==> src/rtl/tmr_pkg.sv <==
// Package: shared mode codes and time-base selector values for the timer channel.
// Assumes a 7-bit mode code and a 2-bit time-base selector.
package tmr_pkg;
    localparam int MODE_W = 7;
    localparam int SEL_W  = 2;

    localparam logic [MODE_W-1:0] MD_PIN_IN  = 7'b0000000;
    localparam logic [MODE_W-1:0] MD_PIN_OUT = 7'b0000001;
    localparam logic [MODE_W-1:0] MD_CAPTURE = 7'b0000010;
    localparam logic [MODE_W-1:0] MD_PWIDTH  = 7'b0000100;
    localparam logic [MODE_W-1:0] MD_MODCNT  = 7'b1010000;
    localparam logic [MODE_W-1:0] MD_PWMBUF  = 7'b1100000;

    localparam logic [SEL_W-1:0] TB_INTERNAL = 2'd0;
    localparam logic [SEL_W-1:0] TB_GLOBAL   = 2'd1;
    localparam logic [SEL_W-1:0] TB_LOCAL    = 2'd2;
endpackage

==> src/rtl/tmr_prescaler.sv <==
// Prescaler: emits a one-cycle tick every div_sel+1 clocks.
// Assumes restart is a one-cycle pulse; it realigns the tick phase.
module tmr_prescaler #(
    parameter int PRE_W = 2
) (
    input  logic             clk,
    input  logic             rst_n,
    input  logic             restart,
    input  logic [PRE_W-1:0] div_sel,
    output logic             tick
);
    logic [PRE_W-1:0] phase_q;

    assign tick = (phase_q == div_sel);

    // Phase counter: runs to div_sel, then returns to zero.
    always_ff @(posedge clk) begin
        if (!rst_n || restart) phase_q <= '0;
        else if (tick)         phase_q <= '0;
        else                   phase_q <= phase_q + 1'b1;
    end
endmodule

==> src/rtl/tmr_edge_detect.sv <==
// Edge detector: registers the pin and flags rising and falling transitions.
// Assumes pin_in is already synchronous to clk (no glitch filter here).
module tmr_edge_detect (
    input  logic clk,
    input  logic rst_n,
    input  logic pin_in,
    output logic pin_level,
    output logic rise,
    output logic fall
);
    logic pin_q, pin_d;

    // Two-stage history of the pin.
    always_ff @(posedge clk) begin
        if (!rst_n) begin
            pin_q <= 1'b0;
            pin_d <= 1'b0;
        end else begin
            pin_q <= pin_in;
            pin_d <= pin_q;
        end
    end

    assign pin_level = pin_q;
    assign rise      = pin_q & ~pin_d;
    assign fall      = ~pin_q & pin_d;
endmodule

==> src/rtl/tmr_counter.sv <==
// Internal counter: advances on tick; wraps at limit when modulus_en, else at all-ones.
// Assumes restart has priority over tick.
module tmr_counter #(
    parameter int W = 16
) (
    input  logic         clk,
    input  logic         rst_n,
    input  logic         restart,
    input  logic         tick,
    input  logic         modulus_en,
    input  logic [W-1:0] limit,
    output logic [W-1:0] count,
    output logic         wrap
);
    localparam logic [W-1:0] ALL_ONES = {W{1'b1}};

    assign wrap = tick && (modulus_en ? (count == limit) : (count == ALL_ONES));

    // Count register: restart, modulus wrap, or increment.
    always_ff @(posedge clk) begin
        if (!rst_n || restart)    count <= '0;
        else if (wrap)            count <= '0;
        else if (tick)            count <= count + 1'b1;
    end
endmodule

==> src/rtl/tmr_channel.sv <==
// Timer channel: mode-coded capture / compare unit with staged A and B registers.
// Assumes single-cycle rd/wr/clear strobes and a synchronous pin input.
// A change of mode code resets the staged registers, counter and output flip-flop.
module tmr_channel #(
    parameter int CNT_W = 16,
    parameter int PRE_W = 2
) (
    input  logic                      clk,
    input  logic                      rst_n,
    input  logic [tmr_pkg::MODE_W-1:0] mode,
    input  logic                      edge_pol,
    input  logic                      edge_sel,
    input  logic [tmr_pkg::SEL_W-1:0] bus_sel,
    input  logic [PRE_W-1:0]          pre_div,
    input  logic                      pin_in,
    input  logic [CNT_W-1:0]          bus_a,
    input  logic [CNT_W-1:0]          bus_local,
    input  logic                      wr_a,
    input  logic                      wr_b,
    input  logic [CNT_W-1:0]          wr_data,
    input  logic                      rd_a,
    input  logic                      rd_b,
    input  logic                      flag_clr,
    output logic [CNT_W-1:0]          a_data,
    output logic [CNT_W-1:0]          b_data,
    output logic [CNT_W-1:0]          cnt_out,
    output logic                      pin_level,
    output logic                      out_ff,
    output logic                      flag
);
    import tmr_pkg::*;

    logic [MODE_W-1:0] mode_q;
    logic              chg;
    logic              tick, wrap, rise, fall;
    logic [CNT_W-1:0]  tb;
    logic [CNT_W-1:0]  a1_q, a2_q, b1_q, b2_q;
    logic              seen_q, blk_q;
    logic              is_pin_in, is_pin_out, is_cap, is_pw, is_mod, is_pwm;
    logic              sel_edge, lead_edge, trail_edge;
    logic              pin_flag, cap_hit, pw_lead, pw_trail, mod_wrap;
    logic              pwm_a_hit, pwm_b_hit, pwm_load, set_ev;

    // Remember the mode code to detect a mode switch.
    always_ff @(posedge clk) begin
        if (!rst_n) mode_q <= MD_PIN_IN;
        else        mode_q <= mode;
    end
    assign chg = (mode != mode_q);

    assign is_pin_in  = (mode == MD_PIN_IN);
    assign is_pin_out = (mode == MD_PIN_OUT);
    assign is_cap     = (mode == MD_CAPTURE);
    assign is_pw      = (mode == MD_PWIDTH);
    assign is_mod     = (mode == MD_MODCNT);
    assign is_pwm     = (mode == MD_PWMBUF);

    tmr_prescaler #(.PRE_W(PRE_W)) i_pre (
        .clk(clk), .rst_n(rst_n), .restart(chg), .div_sel(pre_div), .tick(tick)
    );

    tmr_counter #(.W(CNT_W)) i_cnt (
        .clk(clk), .rst_n(rst_n), .restart(chg), .tick(tick),
        .modulus_en(is_mod), .limit(a1_q), .count(cnt_out), .wrap(wrap)
    );

    tmr_edge_detect i_edge (
        .clk(clk), .rst_n(rst_n), .pin_in(pin_in),
        .pin_level(pin_level), .rise(rise), .fall(fall)
    );

    // Time-base selector.
    always_comb begin
        case (bus_sel)
            TB_GLOBAL: tb = bus_a;
            TB_LOCAL:  tb = bus_local;
            default:   tb = cnt_out;
        endcase
    end

    // Edge qualification and event decode.
    assign lead_edge  = edge_pol ? rise : fall;
    assign trail_edge = edge_pol ? fall : rise;
    assign sel_edge   = edge_sel ? (rise | fall) : lead_edge;
    assign pin_flag   = is_pin_in & ~edge_sel & lead_edge;
    assign cap_hit    = is_cap & sel_edge;
    assign pw_lead    = is_pw & lead_edge;
    assign pw_trail   = is_pw & trail_edge & seen_q;
    assign mod_wrap   = is_mod & wrap;
    assign pwm_a_hit  = is_pwm & (tb == a1_q);
    assign pwm_b_hit  = is_pwm & (tb == b1_q);
    assign pwm_load   = is_pwm & (tb == '0);
    assign set_ev     = pin_flag | cap_hit | pw_trail | mod_wrap | pwm_b_hit;

    // A2: write stage, also capture target for trailing/selected edges.
    always_ff @(posedge clk) begin
        if (!rst_n || chg)        a2_q <= '0;
        else if (cap_hit)         a2_q <= tb;
        else if (pw_trail)        a2_q <= tb;
        else if (wr_a)            a2_q <= wr_data;
    end

    // B2: write stage, also capture target for leading edges.
    always_ff @(posedge clk) begin
        if (!rst_n || chg)        b2_q <= '0;
        else if (pw_lead)         b2_q <= tb;
        else if (wr_b)            b2_q <= wr_data;
    end

    // A1: compare stage; period/duty reload, or leading value paired with A2.
    always_ff @(posedge clk) begin
        if (!rst_n || chg)        a1_q <= '0;
        else if (pw_trail)        a1_q <= b2_q;
        else if (mod_wrap)        a1_q <= a2_q;
        else if (pwm_load)        a1_q <= a2_q;
    end

    // B1: compare stage; forced from A1 on read-A, otherwise from B2 unless blocked.
    always_ff @(posedge clk) begin
        if (!rst_n || chg)            b1_q <= '0;
        else if (is_pw && rd_a)       b1_q <= a1_q;
        else if (pw_trail && !blk_q)  b1_q <= b2_q;
        else if (pwm_load)            b1_q <= b2_q;
    end

    // Coherency block: set by read-A in pulse-width mode, released by read-B.
    always_ff @(posedge clk) begin
        if (!rst_n || chg)        blk_q <= 1'b0;
        else if (is_pw && rd_a)   blk_q <= 1'b1;
        else if (rd_b)            blk_q <= 1'b0;
    end

    // Arm flag: trailing captures are allowed after the first leading edge.
    always_ff @(posedge clk) begin
        if (!rst_n || chg)        seen_q <= 1'b0;
        else if (pw_lead)         seen_q <= 1'b1;
    end

    // Output flip-flop.
    always_ff @(posedge clk) begin
        if (!rst_n)               out_ff <= 1'b0;
        else if (chg)             out_ff <= (mode == MD_PWMBUF) ? edge_pol : 1'b0;
        else if (is_pin_out)      out_ff <= edge_pol;
        else if (pwm_a_hit)       out_ff <= edge_pol;
        else if (pwm_b_hit)       out_ff <= ~edge_pol;
    end

    // Sticky event flag; a new event beats the clear strobe.
    always_ff @(posedge clk) begin
        if (!rst_n)               flag <= 1'b0;
        else if (set_ev)          flag <= 1'b1;
        else if (flag_clr)        flag <= 1'b0;
    end

    assign a_data = a2_q;
    assign b_data = (is_cap || is_pw) ? b1_q : b2_q;
endmodule

==> config.mk <==
export PLATFORM = sky130hd
export DESIGN_NAME = tmr_channel
export DESIGN_NICKNAME = d
export VERILOG_FILES = /design/src/rtl/tmr_pkg.sv /design/src/rtl/tmr_prescaler.sv /design/src/rtl/tmr_edge_detect.sv /design/src/rtl/tmr_counter.sv /design/src/rtl/tmr_channel.sv
export SDC_FILE = /design/constraint.sdc
export NUM_CORES = 1
export LEC_CHECK = 0
export BUFFER_PORTS_ARGS = -buffer_cell sky130_fd_sc_hd__clkbuf_2
export CORE_UTILIZATION = 52
export CTS_CLUSTER_DIAMETER = 120
export CTS_CLUSTER_SIZE = 16
export DETAILED_ROUTE_END_ITERATION = 8
export PLACE_DENSITY = 0.76
export SLEW_MARGIN = 20
export SYNTH_ARGS = -nofsm -noshare
export SYNTH_HDL_FRONTEND = slang
export SYNTH_SLANG_ARGS = --single-unit
==> constraint.sdc <==
create_clock -name clk -period 3.6 [get_ports clk]
set_input_delay 0.36 -clock clk [delete_from_list [all_inputs] [get_ports clk]]
set_output_delay 0.36 -clock clk [all_outputs]
set_load 0.05 [all_outputs]
==> flow_summary.json <==
{
  "status": "completed",
  "whs_path_depth": 2,
  "ys_types": 57,
  "hold_viol_final": 0,
  "synthMuxAreaShare_pct": 12.4,
  "ir_drop_uv": 308,
  "netlist_instances": 714,
  "cts_buffers": 9,
  "core_mm2": 0.0110,
  "synthAdderAreaFrac_pct": 1.05,
  "final_cell_count_no_fill": 949,
  "synth_ff_type": "dfxtp_1",
  "drc": 0,
  "worstPathMaxFanout": 34,
  "crit_path_max_incr_delay_ns": 0.70,
  "drt_iter0_drc": 673,
  "max_slew_margin_pct": 38.3,
  "cp_data_arrival_time_ns": 3.51,
  "hpwl_mm": 14.9,
  "drive_gt1_share_pct": 24.2,
  "die-area_mm2": 0.0118,
  "htreeDepth": 3,
  "crit_required_ns": 3.84,
  "tns_ns": 0,
  "yosys.area_share.simple_pct": 24.2,
  "rsz0062_at_grt": "false",
  "grt_pass1_wl_mm": 30.1,
  "num_vias": 6041,
  "crit_chain": "clkbuf_2, inv_1, ha_1, a221oi_1, o22ai_1, nor4_1, nand4_1, o211ai_2, buf_12, nor2_1, a311oi_1",
  "fin_crit_ns": 3.27,
  "dp.cells": 933,
  "syn_to_final_growth_pct": 16.0,
  "cp-end-kind": "flop",
  "cts_root_buf": "clkbuf_16",
  "finalMaxSlewViolations": 0,
  "path_clk_slew_ns": 0.07,
  "antenna_cells": 0,
  "synth_top_family_by_area": "simple AND/OR/NAND/NOR gates",
  "die_w_um": 109,
  "placement_rows": 38,
  "finClkSkew_ns": 0.00721,
  "placed_area_mm2": 0.00658,
  "ctsResizeCount": 0,
  "leakagePower_nw": 2.69,
  "clockBufferDepth": 2,
  "viasPerCell": 6.37,
  "setup_viol": 0,
  "hp-class": "in -> reg",
  "yosysWarnings": 0,
  "cts_tree": "yes",
  "design_area_mm2": 0.00688,
  "synth_area_leaders": "dfxtp_1 32%, nor2_1 5.8%, mux2i_1 5.4%",
  "clock_latency_ns": 0.35,
  "wl_mm": 19.6,
  "p_per_area_mw_per_mm2": 340,
  "synth_seq_cells": 95,
  "ys_async_sr_fraction_pct": 0,
  "yosysSeqAreaShare_pct": 32.1,
  "synth_xor_area_share_pct": 6.20,
  "dr.pass1.iters": 5,
  "fp.dieH_um": 109,
  "finalCritPeriodShare_pct": 90.9,
  "grt_pass1_vias": 5634,
  "initial_core_util_pct": 54.0,
  "fin_total_pwr_mw": 2.34,
  "startpoint": "bus_sel[0]",
  "r2r_start": "a1_q[12]",
  "ant_nets": 0,
  "critPathLaunchType": "primary input",
  "syn_nets": 788,
  "synth-compound-area-share_pct": 18.6,
  "nNetsFinal": 878,
  "overflow": 0,
  "hp-start": "pin_in",
  "fmax_ghz": 0.306,
  "synth_top_cell_area_share_pct": 32.1,
  "worst_slew_pin_slew_ns": 0.926,
  "portBuffers": 119,
  "synth_edf_count": 0,
  "synth_area_per_cell_um2": 8.31,
  "synth_top_area_cell": "dfxtp_1",
  "cts.sinks": 95,
  "cts_setup_buffers": 0,
  "path_class": "in -> reg",
  "io_pins": 120,
  "antenna_found_initial": 0,
  "drv_cap": 0,
  "slowest_stage": "a221oi_1",
  "place_congestion": 0.986,
  "reg2reg_depth": 7,
  "synth_area_mm2": 0.00593,
  "holdBufCountCts": 0,
  "grt_usage_pct": 33.7,
  "wl_per_cell_um": 20.7,
  "grt_max_degree": 69
}
## power breakdown
group | leakage, nW | switching (mW) | internal [mW]
Combinational | 1.78 | 0.191 | 0.120
Sequential | 0.767 | 0.00344 | 1.06
Clock | 0.138 | 0.431 | 0.538
## logic make-up (layout without fill, tap and decap cells)
logic type      Yosys count  count (layout)
compound gates          153             153
xor+xnor                 42              42
fa+ha+maj                 5               5
buf+inv                  77             172
flops                    95              95
mux                      66              66
simple gates            276             276
## area by class of cell
type / instances / area, um2
clock buffer: 9 / 225
clock inverter: 7 / 71.3
fill: 967 / 4100
inverter: 26 / 97.6
multi-input combinational: 542 / 3720
sequential: 95 / 1900
tap: 140 / 175
timing repair buffer: 130 / 691
## metal layers
| metal | vias to the layer above | part of all wire [%] | GRT usage, % |
|---|---|---|---|
| met5 | - | 0 | 0 |
| met4 | 0 | 3.3 | 14.3 |
| met3 | 42 | 7.5 | 4.72 |
| met2 | 304 | 44 | 52.4 |
| met1 | 2877 | 45 | 46.7 |
| li1 | 2818 | - | - |
## placed cells by master (no fill, tap or decap), types with 10 or more instances in the layout
cell type,instances
clkbuf_2,119
dfxtp_1,95
nor2_1,91
nand2_1,36
nor3_1,33
a211oi_1,33
mux2i_1,32
a21oi_1,28
inv_1,26
mux2_2,25
nand3_1,24
xnor2_1,23
a311oi_1,22
xor2_1,19
o21ai_0,15
nor2b_1,15
a221oi_1,15
or3_1,14
nand4_1,12
and2_1,11
nor4_1,10
a22oi_1,10
buf_4,10
## cell usage after synthesis (all sizes together), types with 2 or more instances
library cell,count
nor3,34
a311oi,22
nor4,12
or3,14
nand3,25
nor2,91
xor2,19
nand3b,3
mux2,34
and4,2
a222oi,2
a32oi,5
nor2b,15
and3,3
nand4b,3
o21ai,16
nand4,12
a21oi,28
inv,26
or4,3
or4bb,4
mux2i,32
ha,5
o21a,2
a22oi,10
and2,12
xnor2,23
o31ai,5
nor4b,2
buf,16
nand2,39
a211oi,33
dfxtp,95
a221oi,15
clkbuf,35
o22ai,7
## state kept, by name, indices dropped and copies added (netlist names)
| signal | flops |
|---|---|
| b1_q | 16 |
| seen_q | 1 |
| b2_q | 16 |
| i_pre.phase_q | 2 |
| blk_q | 1 |
| out_ff | 1 |
| a_data | 16 |
| i_edge.pin_level | 1 |
| flag | 1 |
| i_edge.pin_d | 1 |
| i_cnt.count | 16 |
| mode_q | 7 |
| a1_q | 16 |
## stage by stage
step	util (%)	worst slack, ns	hold slack (ns)
5_1_grt	62.7	0.111	0.233
3_5_place_dp	59.9	0.0950	0.460
2_1_floorplan	-	0.968	0.438
3_3_place_gp	59.9	0.298	0.447
6_report	62.7	0.329	0.214
4_1_cts	62.6	0.458	0.207
## path summary, 6_finish.rpt
path	to	slack, ns
max reg2reg	a1_q[9]	1.06
max	b1_q[0]	0.33
min	i_edge.pin_level	0.21
min reg2reg	seen_q	0.48
## worst max-delay path, delay by kind of cell
family,cells,cell delay (ns)
fa+ha+maj,1,0.65
compound gates,4,1.30
simple gates,3,0.86
buf+inv,3,0.34
(Power assumes the default switching activity.)
